<file path="config.mk">
export PLATFORM = sky130hd
export DESIGN_NAME = pid_duty_reg
export DESIGN_NICKNAME = d
export VERILOG_FILES = /design/src/rtl/pid_duty_reg.sv
export SDC_FILE = /design/constraint.sdc
export NUM_CORES = 1
export LEC_CHECK = 0
export CAP_MARGIN = 5
export CORE_UTILIZATION = 30
export CTS_BUF_LIST = sky130_fd_sc_hd__clkbuf_4
export DETAILED_ROUTE_END_ITERATION = 16
export SLEW_MARGIN = 10
export SYNTH_ARGS = -nofsm -noshare
export SYNTH_HDL_FRONTEND = slang
export SYNTH_SLANG_ARGS = --single-unit
</file>
<file path="constraint.sdc">
create_clock -name clk -period 9.36 [get_ports clk]
set_input_delay 1.872 -clock clk [delete_from_list [all_inputs] [get_ports clk]]
set_output_delay 1.872 -clock clk [all_outputs]
set_load 0.005 [all_outputs]
</file>
<file path="src/rtl/pid_duty_reg.sv">
module pid_duty_reg #(
  parameter int ADC_W      = 10,
  parameter int VIN_W      = 12,
  parameter int DUTY_W     = 9,
  parameter int REF_CODE   = 512,
  parameter int UV_ERR     = 64,
  parameter int KP_LOW     = 6,
  parameter int KP_MID     = 5,
  parameter int KP_HIGH    = 4,
  parameter int KD         = 4,
  parameter int VIN_MV_LSB = 5,
  parameter int BAND1_MV   = 13500,
  parameter int BAND2_MV   = 16500
) (
  input  logic              clk,
  input  logic              rst_n,
  input  logic              sample_vld,
  input  logic [ADC_W-1:0]  err_code,
  input  logic [VIN_W-1:0]  vin_code,
  output logic              duty_vld,
  output logic [DUTY_W-1:0] duty
);

  localparam int ERR_W = ADC_W + 1;
  localparam int ACC_W = ADC_W + 8;
  localparam int TH1   = BAND1_MV / VIN_MV_LSB;
  localparam int TH2   = BAND2_MV / VIN_MV_LSB;
  localparam int DMAX  = (1 << DUTY_W) - 1;
  localparam logic signed [ACC_W-1:0] DMAX_S = ACC_W'(DMAX);
  localparam logic signed [ACC_W-1:0] KD_S   = ACC_W'(KD);
  localparam logic signed [ERR_W-1:0] UV_S   = ERR_W'(UV_ERR);

  logic signed [ERR_W-1:0]  err, prev_q;
  logic [DUTY_W-1:0]        integ_q;
  logic [3:0]               kp_sched, kp_eff;
  logic signed [ACC_W-1:0]  err_x, prev_x, kp_x, integ_sum, integ_nx;
  logic signed [ACC_W-1:0]  p_term, d_term, u_sum;
  logic [DUTY_W-1:0]        duty_nx;

  assign err = $signed(ERR_W'(REF_CODE)) - $signed({1'b0, err_code});

  assign kp_sched = (vin_code < VIN_W'(TH1)) ? 4'(KP_LOW) :
                    (vin_code < VIN_W'(TH2)) ? 4'(KP_MID) : 4'(KP_HIGH);
  assign kp_eff   = (err >= UV_S) ? kp_sched + 4'd1 : kp_sched;

  assign err_x  = {{(ACC_W-ERR_W){err[ERR_W-1]}}, err};
  assign prev_x = {{(ACC_W-ERR_W){prev_q[ERR_W-1]}}, prev_q};
  assign kp_x   = ACC_W'(kp_eff);

  assign integ_sum = $signed(ACC_W'(integ_q)) + (err_x >>> 1);
  assign integ_nx  = (integ_sum < 0) ? '0 : (integ_sum > DMAX_S) ? DMAX_S : integ_sum;

  assign p_term = kp_x * err_x;
  assign d_term = KD_S * (err_x - prev_x);
  assign u_sum  = p_term + integ_nx + d_term;
  assign duty_nx = (u_sum < 0) ? '0 : (u_sum > DMAX_S) ? DUTY_W'(DMAX) : DUTY_W'(u_sum);

  always_ff @(posedge clk) begin
    if (!rst_n) begin
      prev_q   <= '0;
      integ_q  <= '0;
      duty     <= '0;
      duty_vld <= 1'b0;
    end else begin
      duty_vld <= sample_vld;
      if (sample_vld) begin
        prev_q  <= err;
        integ_q <= DUTY_W'(integ_nx);
        duty    <= duty_nx;
      end
    end
  end

  AST_VLD_FOLLOWS: assert property (@(posedge clk) disable iff (!rst_n)
    sample_vld |=> duty_vld);
  AST_NO_STRAY_VLD: assert property (@(posedge clk) disable iff (!rst_n)
    !sample_vld |=> !duty_vld);
  AST_DUTY_HOLD: assert property (@(posedge clk) disable iff (!rst_n)
    !sample_vld |=> $stable(duty));
  AST_INTEG_HOLD: assert property (@(posedge clk) disable iff (!rst_n)
    !sample_vld |=> $stable(integ_q));
  AST_PREV_TRACKS: assert property (@(posedge clk) disable iff (!rst_n)
    sample_vld |=> prev_q == $past(err));
  AST_KP_RANGE: assert property (@(posedge clk) disable iff (!rst_n)
    sample_vld |-> (kp_eff >= 4'(KP_HIGH)) && (kp_eff <= 4'(KP_LOW + 1)));

endmodule

</file>
==> summary.txt <==
Hold path
  – Worst Hold Class: reg2reg
  – HP Start: integ_q[8]$_SDFFE_PN0P_

Power
  – Clock power share: 4.0%
  – Leakage: 0.002659 µW
  – Psw: 1032 µW
  – Pwr Density: 359.1 nW/µm²
  – PnR Total Power: 2080 µW
  – Switching part of the total: 49.61%
  – Sequential Power Share: 8.1%
  – Gate power share: 87.9%
  – Total internal power: around 1000 µW
  – Max VDD drop: 156.4 µV

Global routing
  – GR Overflow Total: 0
  – Vias in the first global route: between 4000 and 5000
  – Gr usage total: roughly 15%
  – Largest net degree at the start of global routing: 15
  – Antenna violations before repair: 1
  – First-pass GRT wire length: 19380 µm

Placed design
  – Cells after DPL: 853
  – GP Congestion: 0.8710
  – Pre-CTS setup slack: -0.1618 ns
  – Port buffer count: 32
  – Placed inst area: ~5700 µm²
  – HPWL Detailed: 9531 µm

Setup path
  – Critical-path top delay cell: fa_1
  – Critical Path End Type: flip-flop
  – CP required: 9.62 ns
  – Worst-path fanout max: 4
  – CP peak stage delay: ~0.56 ns
  – Worst setup SP type: primary input
  – R2R Path Start: integ_q[0]$_SDFFE_PN0P_
  – Cell mode on critical path: fa_1
  – Worst path arrival time: ~9.2 ns
  – CP Class: in2reg
  – CP startpoint: err_code[0]

Routing
  – Routed len/inst: 12.83 µm
  – Post-route ant nets: 0
  – Detailed Route WL: 11060 µm
  – DR WL met2: 5777 µm
  – Met1 Wirelength: 4815 µm
  – Vias post-DR: 4017
  – 1st-iter DRT viols: 120
  – Via density per instance: 4.660
  – DRC violations left: 0
  – DR WL met3: 211 µm
  – First-pass DRT Iterations: 4
  – Highest routed layer: met4

Synthesis
  – Post-synth EDFFs: 0
  – Syn Area/Cell: 8.519 µm²
  – Adder-cell share of the synthesized area: 36.18%
  – Distinct cell type count after synthesis: 67
  – Mux contribution to synthesized area: 2.337%
  – Xor-xnor portion of the synthesized cell area: 6.826%
  – Main combinational cell family by area after synthesis: adder cells
  – Top_reg_cell synth: dfxtp_1
  – Post-Syn Area: about 4700 µm²
  – Yosys reg bits: 30
  – Post-synthesis sequential area ratio: 12.75%
  – Simple-Gate Fraction of Synth Area: around 18%
  – Post-synthesis cell count: 553
  – Asr flop ratio synth: 0%
  – Synth warn: 0
  – Compound-gate portion of the synthesized area: 16.36%

Clocking
  – Post-CTS Resized: 0
  – Clk slew on worst S/H paths: 0.12 ns
  – Root buf cell: clkbuf_4
  – Clk_lat worst skew: 0.35 ns
  – TritonCTS clock tree: built
  – TritonCTS sink count: 30
  – Max Root-Sink Buffers: 2
  – Num CTS Buffers: 5
  – H-tree levels: 2
  – Setup Buffers After CTS: 0
  – Cts hold-fix bufs: 0

Layout
  – Proportion of layout cells with a drive suffix above 1: between 10 and 15%
  – NumNets Final: around 780
  – Fillers: 1568
  – Finished Layout Cells: ~860
  – Post-layout instance area: 5793 µm²
  – Area growth syn-to-layout: 22.97%

Floorplanning
  – Full die area: 16210 µm²
  – # IOs: 35
  – Die width: 127.3 µm
  – Initial Utilization: 30.87%
  – Core Area: around 15000 µm²
  – Placement Rows: 45
  – DIE HEIGHT: 127.3 µm

Timing
  – Crit path time final: 8.942 ns
  – Worst setup margin: 0.4178 ns
  – Endpoints failing setup: 0
  – Max Slew Vio Count: 0
  – Final hold violations: 0
  – Final period util: a little over nine tenths
  – Slew @ Worst Pin: 0.8284 ns
  – Fmax: 111.8 MHz
  – Worst slew margin: between 40% and 50%
  – Clk_skew: 0.01213 ns
  – RSZ-0062 raised after global routing: false

Run
  – Number of max-cap violations: 0

Run status
  – Outcome: finished, final reports clean
==> power by group through the flow <==
stage / registers, µW / clock network (µW) / logic (µW)
finish: 169 / 83.8 / 1830
CTS: 169 / 89.1 / 1820
detailed placement: 172 / 0 / 1800
floorplan: 171 / 0 / 1230
global placement: 170 / 0 / 1800
global route: 172 / 91.6 / 2060
==> worst paths after layout <==
path / to / slack, ns / cells after the start
worst min register to register: integ_q[8]$_SDFFE_PN0P_ / 0.46 / 2
worst min-delay path: integ_q[8]$_SDFFE_PN0P_ / 0.46 / 2
worst max-delay path: duty[5]$_SDFFE_PN0P_ / 0.42 / 29
worst max register to register: duty[5]$_SDFFE_PN0P_ / 2.68 / 26
==> layer usage <==
layer  vias to the layer above  GRT usage, %
li1                       2034             -
met1                      1921         17.85
met2                        47         27.58
met3                        15         1.717
met4                         0         4.692
met5                         -             0
==> cell usage in the layout, fill, tap and decap left out, types with 5 or more instances in the layout <==
master / instances
or3_1: 5
a21oi_1: 27
dfxtp_1: 30
nor2b_1: 8
inv_1: 81
clkdlybuf4s50_1: 32
nand2b_1: 9
clkbuf_4: 5
mux2i_1: 11
xnor2_1: 24
buf_4: 57
nand3_1: 7
fa_1: 47
nor3_1: 12
nand4_1: 5
nand2_1: 38
ha_1: 61
o21ai_1: 8
xor2_1: 8
nor2_1: 53
conb_1: 12
a21o_1: 7
and2_1: 10
o21ai_0: 20
o21a_1: 5
a22oi_1: 6
==> registers in the layout (all words and copies together), names as in the netlist <==
name / cells
prev_q: 11
duty_vld: 1
integ_q: 9
duty: 9
==> Yosys cell counts (3+ instances only) <==
master / number / area [µm²]
inv_1: 81 / 304.0
ha_1: 61 / 763.2
nor2_1: 53 / 198.9
fa_1: 47 / 940.9
nand2_1: 38 / 142.6
dfxtp_1: 30 / 600.6
a21oi_1: 27 / 135.1
xnor2_1: 24 / 210.2
o21ai_0: 21 / 105.1
nor3_1: 12 / 60.06
mux2i_1: 11 / 110.1
and2_1: 10 / 62.56
nand2b_1: 9 / 56.30
nor2b_1: 9 / 56.30
xor2_1: 9 / 78.83
a21o_1: 7 / 52.55
nand3_1: 7 / 35.03
o21ai_1: 7 / 35.03
a22oi_1: 6 / 45.04
clkbuf_1: 6 / 22.52
nand4_1: 5 / 31.28
o21a_1: 5 / 37.54
or3_1: 5 / 31.28
a211oi_1: 3 / 22.52
a21boi_0: 3 / 22.52
and3_1: 3 / 18.77
==> stage by stage <==
stage               hold WS (ns)  util, %  setup TNS, ns
floorplan                 0.4327        -              0
global placement          0.4447    37.49        -0.1232
detailed placement        0.4468    37.49        -0.1837
CTS                       0.4637    37.84              0
global route              0.5048    37.97              0
finish                    0.4623    37.97              0
==> worst max-delay path: cells and delay by family <==
kind,cells,cell delay [ns]
simple gates,6,1.28
buf+inv,5,0.82
compound gates,10,1.98
xor+xnor,1,0.30
fa+ha+maj,7,2.94
==> cell type report <==
class / instances / area (µm²) / area share [%]
multi-input combinational: 442 / 3820 / 65.94
timing repair buffer: 89 / 748.2 / 12.92
clock buffer: 5 / 37.54 / 0.6479
inverter: 81 / 304.0 / 5.248
tap: 211 / 264.0 / 4.557
antenna: 1 / 2.502 / 0.04320
sequential: 30 / 600.6 / 10.37
clock inverter: 3 / 16.27 / 0.2808
==> cell families (layout without fill, tap and decap cells) <==
group                      after synthesis  after routing
adders and majority gates              108            108
muxes                                   11             11
AOI/OAI and AO/OA                      107            107
and+or+nand+nor                        169            169
buffers and inverters                   91            178
xor gates and xnor gates                35             35
DFF                                     30             30
other                                    2             13
Note: power is estimated with default switching activity, not from simulation.
